**config.mk**
```make
export PLATFORM = sky130hd
export DESIGN_NAME = mac_unit
export DESIGN_NICKNAME = d
export VERILOG_FILES = /design/src/rtl/mac_pkg.sv /design/src/rtl/mac_opseq.sv /design/src/rtl/mac_datapath.sv /design/src/rtl/mac_unit.sv
export SDC_FILE = /design/constraint.sdc
export NUM_CORES = 2
export LEC_CHECK = 0
export ABC_AREA = 1
export CAP_MARGIN = 20
export CORE_UTILIZATION = 60
export DETAILED_ROUTE_END_ITERATION = 10
export DONT_BUFFER_PORTS = 1
export PLACE_DENSITY = 0.76
export SYNTH_ARGS = -nofsm -noshare
export SYNTH_HDL_FRONTEND = slang
export SYNTH_SLANG_ARGS = --single-unit
```
**constraint.sdc**
```tcl
create_clock -name clk -period 12.2 [get_ports clk]
set_clock_uncertainty 0.15 [all_clocks]
set_input_delay 0.61 -clock clk [delete_from_list [all_inputs] [get_ports clk]]
set_output_delay 0.61 -clock clk [all_outputs]
set_load 0.01 [all_outputs]
```
**src/rtl/mac_pkg.sv**
```systemverilog
// Shared types for the multiply-accumulate unit: register addresses,
// operation kinds, control fields and the mode decoder.
package mac_pkg;

    typedef enum logic [2:0] {
        ADR_CTRL = 3'd0,
        ADR_OPA  = 3'd1,
        ADR_OPB  = 3'd2,
        ADR_RLO  = 3'd3,
        ADR_RHI  = 3'd4,
        ADR_AC0  = 3'd5,
        ADR_AC1  = 3'd6,
        ADR_AC2  = 3'd7
    } mac_addr_e;

    typedef enum logic [1:0] {
        OP_MUL = 2'd0,
        OP_MAC = 2'd1,
        OP_NEG = 2'd2,
        OP_MSU = 2'd3
    } mac_kind_e;

    // Stored control fields, bit 4 down to bit 0 of the control word.
    typedef struct packed {
        logic single;
        logic unsgn;
        logic view_only;
        logic sub;
        logic mac;
    } mac_ctrl_t;

    localparam int CTRL_FIELDS  = 5;
    localparam int CTRL_CLR_BIT = 5;
    localparam int CTRL_OVF_BIT = 6;

    // Map the control fields to an operation; negate needs signed data.
    function automatic mac_kind_e decode_kind(mac_ctrl_t c);
        mac_kind_e k;
        case ({c.sub, c.mac})
            2'b00:   k = OP_MUL;
            2'b01:   k = OP_MAC;
            2'b10:   k = c.unsgn ? OP_MUL : OP_NEG;
            default: k = OP_MSU;
        endcase
        return k;
    endfunction

endpackage

```
**src/rtl/mac_opseq.sv**
```systemverilog
// Operand write counter. It decides on which operand write a calculation
// fires. Assumes at most one of wr_opa/wr_opb is high in a cycle.
module mac_opseq (
    input  logic clk,
    input  logic rst_n,
    input  logic wr_opa,
    input  logic wr_opb,
    input  logic wr_ctrl,
    input  logic single,
    output logic fire
);

    typedef enum logic [1:0] {SEQ_IDLE, SEQ_HAVE_A, SEQ_HAVE_B} seq_e;
    seq_e st_q, st_d;

    // Fire decision: any write in one-operand mode, else the opposite side.
    always_comb begin
        if (single) fire = wr_opa | wr_opb;
        else        fire = (wr_opa && st_q == SEQ_HAVE_B) ||
                           (wr_opb && st_q == SEQ_HAVE_A);
    end

    // Next pending-operand state.
    always_comb begin
        st_d = st_q;
        if (wr_ctrl || fire) st_d = SEQ_IDLE;
        else if (!single && wr_opa) st_d = SEQ_HAVE_A;
        else if (!single && wr_opb) st_d = SEQ_HAVE_B;
    end

    // State register.
    always_ff @(posedge clk) begin
        if (!rst_n) st_q <= SEQ_IDLE;
        else        st_q <= st_d;
    end

    // a fired calculation leaves nothing pending.
    a_r1_fire_clears_count: assert property (@(posedge clk) disable iff (!rst_n)
        fire |=> (st_q == SEQ_IDLE));

    // a control write discards the pending operand.
    a_r4_ctrl_resets_count: assert property (@(posedge clk) disable iff (!rst_n)
        wr_ctrl |=> (st_q == SEQ_IDLE));

endmodule

```
**src/rtl/mac_datapath.sv**
```systemverilog
// Multiply and accumulate datapath, in two register stages.
// Stage 1 captures the extended product on a fire and updates the result
// view for the immediate cases. Stage 2 updates the accumulator, the flag
// and, for accumulate/subtract, the view. Assumes W >= 3.
module mac_datapath
    import mac_pkg::*;
#(
    parameter int W = 16
) (
    input  logic            clk,
    input  logic            rst_n,
    input  logic            clr,
    input  logic            fire,
    input  mac_ctrl_t       ctrl,
    input  logic [W-1:0]    op_a,
    input  logic [W-1:0]    op_b,
    output logic [3*W-1:0]  acc_q,
    output logic [2*W-1:0]  res_q,
    output logic            ovf_q
);

    localparam int AW = 3 * W;
    localparam int RW = 2 * W;
    localparam int PW = 2 * W + 2;

    logic signed [W:0]    ax, bx;
    logic signed [PW-1:0] pfull;
    logic [AW-1:0]        pext, pneg, view_sum;
    mac_kind_e            kind1;
    logic [RW-1:0]        res1;
    logic                 res1_we;

    logic                 s2_v;
    mac_kind_e            s2_kind;
    logic                 s2_unsgn;
    logic [AW-1:0]        s2_p;

    logic [AW:0]          accx, px, sum_x;
    logic [AW-1:0]        sum2;
    logic                 of2;

    // Stage 1 arithmetic: signedness-aware product, extended to AW bits.
    always_comb begin
        ax    = {ctrl.unsgn ? 1'b0 : op_a[W-1], op_a};
        bx    = {ctrl.unsgn ? 1'b0 : op_b[W-1], op_b};
        pfull = ax * bx;
        pext  = {{(AW-PW){pfull[PW-1]}}, pfull};
        pneg  = '0 - pext;
        kind1 = decode_kind(ctrl);
        view_sum = (kind1 == OP_MSU) ? (acc_q - pext) : (acc_q + pext);
    end

    // Stage 1 view value and whether it is written now.
    always_comb begin
        res1_we = 1'b1;
        case (kind1)
            OP_MUL:  res1 = pext[RW-1:0];
            OP_NEG:  res1 = pneg[RW-1:0];
            default: begin
                res1    = view_sum[RW-1:0];
                res1_we = ctrl.view_only;
            end
        endcase
    end

    // Stage 2 arithmetic: accumulator update with overflow in AW+1 bits.
    always_comb begin
        accx  = {s2_unsgn ? 1'b0 : acc_q[AW-1], acc_q};
        px    = {s2_p[AW-1], s2_p};
        sum_x = (s2_kind == OP_MSU) ? (accx - px) : (accx + px);
        of2   = s2_unsgn ? sum_x[AW] : (sum_x[AW] ^ sum_x[AW-1]);
        sum2  = (s2_kind == OP_MSU) ? (sum_x[AW-1:0] - s2_p) : (sum_x[AW-1:0] + s2_p);
    end

    // Pipeline, accumulator, view and flag registers.
    always_ff @(posedge clk) begin
        if (!rst_n || clr) begin
            s2_v     <= 1'b0;
            s2_kind  <= OP_MUL;
            s2_unsgn <= 1'b0;
            s2_p     <= '0;
            acc_q    <= '0;
            res_q    <= '0;
            ovf_q    <= 1'b0;
        end else begin
            s2_v <= fire && !ctrl.view_only;
            if (fire) begin
                s2_kind  <= kind1;
                s2_unsgn <= ctrl.unsgn;
                s2_p     <= pext;
                if (res1_we) res_q <= res1;
            end
            if (s2_v) begin
                case (s2_kind)
                    OP_MUL: acc_q <= s2_p;
                    OP_NEG: acc_q <= '0 - s2_p;
                    default: begin
                        acc_q <= sum_x[AW-1:0];
                        ovf_q <= of2;
                        res_q <= sum2[RW-1:0];
                    end
                endcase
            end
        end
    end

    // the accumulator moves only on a stage-2 update or a clear.
    a_r6_acc_only_in_stage2: assert property (@(posedge clk) disable iff (!rst_n)
        (!s2_v && !clr) |=> $stable(acc_q));

    // the flag moves only on an accumulating stage 2 or a clear.
    a_r10_ovf_hold: assert property (@(posedge clk) disable iff (!rst_n)
        (!clr && !(s2_v && (s2_kind == OP_MAC || s2_kind == OP_MSU))) |=> $stable(ovf_q));

    // an accumulator-preserving fire never schedules stage 2.
    a_r8_view_only_no_stage2: assert property (@(posedge clk) disable iff (!rst_n)
        (fire && ctrl.view_only && !clr) |=> !s2_v);

endmodule

```
**src/rtl/mac_unit.sv**
```systemverilog
// Top level of the register-triggered multiply-accumulate unit. It holds the
// operand and control registers, decodes writes, and provides the
// combinational read multiplexer. Assumes BUS_W >= W and BUS_W >= 7.
module mac_unit
    import mac_pkg::*;
#(
    parameter int W     = 16,
    parameter int BUS_W = 16
) (
    input  logic             clk,
    input  logic             rst_n,
    input  logic             wr_en,
    input  logic [2:0]       wr_addr,
    input  logic [BUS_W-1:0] wr_data,
    input  logic [2:0]       rd_addr,
    output logic [BUS_W-1:0] rd_data
);

    localparam int AW = 3 * W;
    localparam int RW = 2 * W;

    logic            wr_ctrl, wr_opa, wr_opb, clr, fire;
    logic [W-1:0]    opa_q, opb_q, opa_use, opb_use;
    mac_ctrl_t       ctrl_q;
    logic [AW-1:0]   acc_q;
    logic [RW-1:0]   res_q;
    logic            ovf_q;

    // Write decode; result and accumulator addresses decode to nothing.
    always_comb begin
        wr_ctrl = wr_en && (wr_addr == ADR_CTRL);
        wr_opa  = wr_en && (wr_addr == ADR_OPA);
        wr_opb  = wr_en && (wr_addr == ADR_OPB);
        clr     = wr_ctrl && wr_data[CTRL_CLR_BIT];
        opa_use = wr_opa ? wr_data[W-1:0] : opa_q;
        opb_use = wr_opb ? wr_data[W-1:0] : opb_q;
    end

    // Operand and control registers; clear zeroes the operands.
    always_ff @(posedge clk) begin
        if (!rst_n) begin
            opa_q  <= '0;
            opb_q  <= '0;
            ctrl_q <= '0;
        end else begin
            if (wr_ctrl) ctrl_q <= mac_ctrl_t'(wr_data[CTRL_FIELDS-1:0]);
            if (clr) begin
                opa_q <= '0;
                opb_q <= '0;
            end else begin
                if (wr_opa) opa_q <= wr_data[W-1:0];
                if (wr_opb) opb_q <= wr_data[W-1:0];
            end
        end
    end

    mac_opseq u_seq (
        .clk     (clk),
        .rst_n   (rst_n),
        .wr_opa  (wr_opa),
        .wr_opb  (wr_opb),
        .wr_ctrl (wr_ctrl),
        .single  (ctrl_q.single),
        .fire    (fire)
    );

    mac_datapath #(.W(W)) u_dp (
        .clk   (clk),
        .rst_n (rst_n),
        .clr   (clr),
        .fire  (fire),
        .ctrl  (ctrl_q),
        .op_a  (opa_use),
        .op_b  (opb_use),
        .acc_q (acc_q),
        .res_q (res_q),
        .ovf_q (ovf_q)
    );

    // Read multiplexer; narrower fields are zero-extended.
    always_comb begin
        rd_data = '0;
        case (rd_addr)
            ADR_CTRL: begin
                rd_data[CTRL_FIELDS-1:0] = ctrl_q;
                rd_data[CTRL_OVF_BIT]    = ovf_q;
            end
            ADR_OPA: rd_data = BUS_W'(opa_q);
            ADR_OPB: rd_data = BUS_W'(opb_q);
            ADR_RLO: rd_data = BUS_W'(res_q[0 +: W]);
            ADR_RHI: rd_data = BUS_W'(res_q[W +: W]);
            ADR_AC0: rd_data = BUS_W'(acc_q[0 +: W]);
            ADR_AC1: rd_data = BUS_W'(acc_q[W +: W]);
            default: rd_data = BUS_W'(acc_q[2*W +: W]);
        endcase
    end

    // a clear leaves every data register and the flag at zero.
    a_r5_clear_zeroes: assert property (@(posedge clk) disable iff (!rst_n)
        clr |=> (opa_q == '0 && opb_q == '0 && acc_q == '0 && res_q == '0 && !ovf_q));

    // writes to the read-only addresses leave the operands alone.
    a_r12_ro_write_ignored: assert property (@(posedge clk) disable iff (!rst_n)
        (wr_en && wr_addr >= ADR_RLO) |=> ($stable(opa_q) && $stable(opb_q)));

endmodule

```
=== Word level (Yosys, flattened, before mapping) ===
Index checks and enable logic that the tools add are counted.

* Bits of input ports: 25
* Word-level logic and storage cells: 97
* Register bits: 158

* Bitwise operators: 4
* Reductions and logical operators: 27
* $mul: 1
* Multiplexer cells: 25
* Add/subtract/negate cells: 8
* Equal/unequal tests: 16

{| class="wikitable"
|+ Operator list
! cell !! count
|-
| $mux 32 || 6
|-
| $pmux 48 s2 || 1
|-
| $add 32x32->32 || 2
|-
| $pmux 32 s2 || 1
|-
| $sub 32x32->32 || 2
|-
| $pmux 9 s7 || 1
|-
| $add 49x49->49 || 1
|-
| $mux 49 || 1
|-
| $sub 49x49->49 || 1
|-
| $pmux 5 s7 || 1
|-
| $sub 1x34->35 const A || 1
|-
| $mul 17x17->34 || 1
|-
| $mux 16 || 2
|-
| $sub 1x32->32 const A || 1
|-
| $pmux 1 s7 || 2
|-
| $eq 2x2->1 const B || 6
|-
| $eq 3x2->1 const B || 3
|-
| $eq 3x3->1 const B || 3
|-
| $logic_and 1x1->1 || 9
|-
| $mux 1 || 8
|-
| $reduce_or 2->1 || 4
|-
| $eq 3x1->1 const B || 2
|-
| $logic_not 2->1 || 3
|-
| $logic_not 3->1 || 2
|-
| other kinds (11) || 17
|}

=== Logic depth before layout (Yosys ltp) ===
* Depth after elaboration: 12
* Gate-level depth with buffers: 55

=== Modules after synthesis ===
A second synthesis with hierarchy kept.

* Cell total of the unflattened synthesis: 4,453
* Area total of the unflattened synthesis: 28,910.2 um2

{| class="wikitable"
|+ Modules (own cells, without submodules)
! module !! cells an instance !! area an instance (um2) !! times used
|-
| mac_datapath || 3,937 || 25,956.1 || 1
|-
| mac_unit || 497 || 2,835.2 || 1
|-
| mac_opseq || 19 || 118.9 || 1
|}

=== Worst setup path after synthesis ===
Ideal clock, no wire load.

* Path type: input -> register
* Start: input port wr_en
* End: register u_dp.res_q[31]
* Arrival time: 8.955 ns
* Cell stages on the path: 46
* Setup slack: 2.976 ns
* Buffers on the path: 2
* Required time: 11.932 ns
* Cells stage by stage: inv_1 -> nor2_4 -> nand3_2 -> clkbuf_1 -> clkbuf_1 -> nand2_1 -> o21ai_1 -> clkinv_1 -> nor2_1 -> fa_1 -> fa_1 -> inv_1 -> fa_1 -> fa_1 -> inv_1 -> fa_1 -> inv_1 -> fa_1 -> (+10 left out) -> nand4_1 -> nor3_1 -> nand2_1 -> xor2_1 -> o21ai_0 -> ha_1 -> inv_1 -> o21ai_0 -> a21oi_1 -> nor2_1 -> a2111oi_0 -> nand2_1 -> inv_1 -> nand3_1 -> nand3_1 -> nand2_1 -> nand2_1 -> a21oi_1

* Cells in the longest elaborated chain, start to end: 11

{| class="wikitable"
|+ RTL lines
! item !! RTL line !! RTL
|-
| start: declaration || mac_unit.sv:12 || <nowiki>input logic wr_en,</nowiki>
|-
| $logic_and 1x1->1, on equally long branches || mac_unit.sv:32, mac_unit.sv:33 ||
|-
| $mux 16 || - ||
|-
| $mux 1, on equally long branches || mac_datapath.sv:44, mac_datapath.sv:45 ||
|-
| $mul 17x17->34 || mac_datapath.sv:46 || <nowiki>pfull = ax * bx;</nowiki>
|-
| $add 32x32->32 or $sub 32x32->32 (tied branches) || mac_datapath.sv:50 || <nowiki>view_sum = (kind1 == OP_MSU) ? (acc_q - pext) : (acc_q + pext);</nowiki>
|-
| $mux 32 || mac_datapath.sv:50 ||
|-
| $pmux 32 s2 || mac_datapath.sv:56 || <nowiki>case (kind1)</nowiki>
|-
| $mux 32 || mac_datapath.sv:91 || <nowiki>if (res1_we) res_q <= res1;</nowiki>
|-
| $mux 32 || mac_datapath.sv:87 || <nowiki>if (fire) begin</nowiki>
|-
| $mux 32 || mac_datapath.sv:94 || <nowiki>case (s2_kind)</nowiki>
|-
| $mux 32 || mac_datapath.sv:93 || <nowiki>if (s2_v) begin</nowiki>
|-
| end signal: assignment || mac_datapath.sv:91 ||
|-
| end signal: assignment || mac_datapath.sv:100 || <nowiki>res_q <= sum2[RW-1:0];</nowiki>
|-
| end: declaration || mac_datapath.sv:18 || <nowiki>output logic [2*W-1:0] res_q,</nowiki>
|}

Several ways; a longest one is shown, not always the timed one.
A chain may end at the register's enable or synchronous reset.

=== Worst setup path after layout ===
Ends and elaborated chain as after synthesis.

==> impl_results.md <==
- Clock period minus final worst setup slack: between 10 and 15 ns
- Seq/Total Area, Yosys: between 10% and 20%
- Slew HR: approximately a quarter
- Yosys cell types: 60
- CP Capture Point: u_dp.res_q[31]
- Post-synth top area cell: fa_1
- Final cell count without fillers: approximately 4700
- Final ANT Viol Nets: 0
- Final Max Tran Viols: 0
- Most area-consuming cells after synthesis: fa_1 (22%), dfxtp_1 (11%), nand2_1 (11%)
- Crit path depth: 43
- CTS tree: built
- Peak Freq: between 90 and 100 MHz
- Syn_nets: roughly 4600
- R2R setup slack: approximately 2.0 ns
- Global placer's final weighted congestion: 1.05
- Fill count: 4347
- Critical path's slowest cell: o21ai_1
- Hold-fix buffers, CTS: 0
- CP max FO: 12
- Reg power frac: 19.0%
- Fin nets: about 4600
- CP required: approximately 12 ns
- Final Cycle Share: between 80% and 90%
- Via density: 6.06
- Leakage: ~14 nW
- Area fraction of the dominant cell type after synthesis: 21.6%
- Prevailing post-synth register cell: dfxtp_1
- Wire per inst: approximately 21 µm
- Die X: 217 µm
- I/O Buffers: 0
- Delay-heaviest family, CP: adder cells
- R2R depth: 41
- Synthesized area: 0.0276 mm²
- Clock transition at the registers of the reported paths: approximately 0.070 ns
- CP Class: in -> reg
- Gr ovfl total: 0
- CP endpoint kind: flop
- CTS buffer count: 17
- Post-cts sizing count: 0
- Overall via count from detail_route: 28400
- CP max stage delay: ~0.69 ns
- R2R Path End: u_dp.res_q[31]
- Maximum VDD drop: approximately 0.00011 V
- Starting DRT DRC Count: about 3600
- Crit start category: input pin
- Worst slew pin tran: 1.14 ns
- Int Pwr: about 1.4 mW
- Comb power frac: a little under 60%
- Sink Count: between 150 and 200
- Remaining DRCs: 0
- Syn. warnings: 0
- Pwr/cell area: slightly below 100 mW/mm²
- Clock power frac: a little over a fifth
- R2r startpoint: opa_q[15]
- Setup crit start: wr_en
- Vias in the first global route: ~26000
- Reg area: approximately 0.0032 mm²
- Mean post-synth cell area: roughly 6.7 µm²
- Critical Path AT: roughly 11 ns
- Pin count of the biggest net entering global routing: 63
- Multi-input logic area: about 0.021 mm²
- Total GRT Usage: a little over two fifths
- Setup bufs post-CTS: 0
- Placed cells: between 4000 and 5000
- Die Height: roughly 220 µm
- Buffers plus inverters on the worst setup path: 9
- Clk root buf: clkbuf_16
- Switch share: roughly half
- Status: finished clean
- EDFF count, synth: 0
- Io pins: between 40 and 50
- Clock H-tree levels: 4
- Drt first pass iters: 7
- DRT Wirelength: 100 mm
- Post-layout util: around 64%
- Cells after synthesis: 4126
- Area growth syn-to-layout: 4.89%
- Net Sw Power: around 1.4 mW
- FF+latch count, synth: between 150 and 200
- Std-Cell Rows: 78
- Final Power: roughly 2.8 mW
- Final HPWL from detailed placement: ~80 mm
- First-pass GRT wire length: between 150 and 200 mm
- Worst skew pair latency: roughly 0.47 ns
- Setup-failing EPs final: 0
- Max Cap Viol: 0
- Fin. Hold Viols: 0
- Initial core utilization: 60.8%
- Hold slack: about 0.12 ns
- Core Area: around 0.045 mm²
- CTS max path bufs: 2
- Full die area: 0.0469 mm²
- Hold/Removal Path Class: in -> reg
- Layout cell share with drive strength beyond 1: 4.60%
- Initial antenna violation count: 7
- RSZ-0062 raised after global routing: no
- Asr flop ratio synth: 0%
- Post-route setup TNS: 0 ns
==> cell usage after synthesis (4+ instances only) <==
cell type    n
nand2_1    820
inv_1      799
nor2_1     419
a21oi_1    331
fa_1       298
o21ai_0    239
ha_1       197
dfxtp_1    158
nand3_1    141
clkbuf_1   117
a31oi_1     73
xor2_1      68
o211ai_1    54
nand4_1     50
xnor2_1     37
nor3_1      29
o21ai_1     28
nand2_2     24
a221oi_1    21
clkinv_1    20
nor4_1      17
o2111ai_1   15
o221ai_1    15
nand3_2     14
inv_2       12
nor2_2      11
nand3b_1    10
nor2_4      10
o22ai_1      9
or2_2        8
a21o_1       6
buf_1        6
o21a_1       6
o31ai_1      6
a21boi_0     4
buf_2        4
mux2i_1      4
nor3_2       4
o21bai_1     4
==> sequential cells by signal (all words and copies together) (netlist names) <==
signal / cells
u_dp.ovf_q: 1
u_dp.res_q: 32
u_dp.s2_p: 34
u_dp.s2_v: 1
u_seq.st_q: 2
opb_q: 16
opa_q: 16
u_dp.s2_kind: 2
u_dp.acc_q: 48
u_dp.s2_unsgn: 1
ctrl_q: 5
==> layer usage <==
layer  vias to the layer above  GRT usage (%)  routed length [µm]
met1                     13300           61.9               41600
met3                       292           14.9               14900
met4                         4           14.0                3750
met2                      1774           61.1               39900
met5                         -              0                  25
li1                      13100              -                   -
==> worst min path at each step <==
stage	from	endpoint	slack, ns	depth (start not counted)
final	rst_n	ctrl_q[2]	0.12	2
after detailed placement	u_dp.s2_unsgn	u_dp.s2_unsgn	0.32	2
after global placement	u_dp.s2_unsgn	u_dp.s2_unsgn	0.32	2
after CTS	rst_n	ctrl_q[2]	0.11	2
after floorplan	u_dp.s2_unsgn	u_dp.s2_unsgn	0.29	2
after global routing	rst_n	ctrl_q[0]	0.12	2
==> final cells by class <==
class	count	share of cell area, %
Clock inverter	15	0.700
Inverter	831	10.8
Timing Repair Buffer	58	1.50
Tap cell	600	2.59
Clock buffer	17	1.47
Multi-Input combinational cell	3008	72.0
Antenna cell	8	0.0691
Sequential cell	158	10.9
==> power by group through the flow <==
stage / Combinational, mW / Clock (mW) / Sequential, mW
detailed placement: 1.59 / 0 / 0.542
global placement: 1.59 / 0 / 0.542
global route: 1.83 / 0.618 / 0.531
finish: 1.66 / 0.597 / 0.531
CTS: 1.60 / 0.600 / 0.530
floorplan: 1.19 / 0 / 0.537
==> stage by stage <==
stage | instance area [µm²] | worst slack (ns)
final | 29000 | 1.81
after global routing | 28900 | 1.04
after CTS | 28900 | 2.04
after detailed placement | 28300 | 1.57
after global placement | 28300 | 1.67
after floorplan | 27600 | 2.98
==> logic make-up after synthesis <==
kind of cell | synth area share [%]
and+or+nand+nor | 24.1
muxes | 0.145
xor gates and xnor gates | 3.51
buffers and inverters | 13.1
adders and majority gates | 30.5
AOI/OAI and AO/OA | 17.2
DFF | 11.5
==> placed cells by master, fill, tap and decap left out, types with 20 or more instances in the layout <==
cell	netlist	final
a21oi_1	331	330
xnor2_1	37	37
fa_1	298	298
buf_4	0	58
o21ai_0	239	236
nand2_2	24	24
o211ai_1	54	54
nor2_1	419	417
xor2_1	68	68
a31oi_1	73	73
nand4_1	50	50
nand3_1	141	141
ha_1	197	197
clkinv_1	20	20
o21ai_1	28	30
nor3_1	29	29
a221oi_1	21	21
inv_1	799	799
nand2_1	820	820
dfxtp_1	158	158
Note: power is estimated with default switching activity, not from simulation.
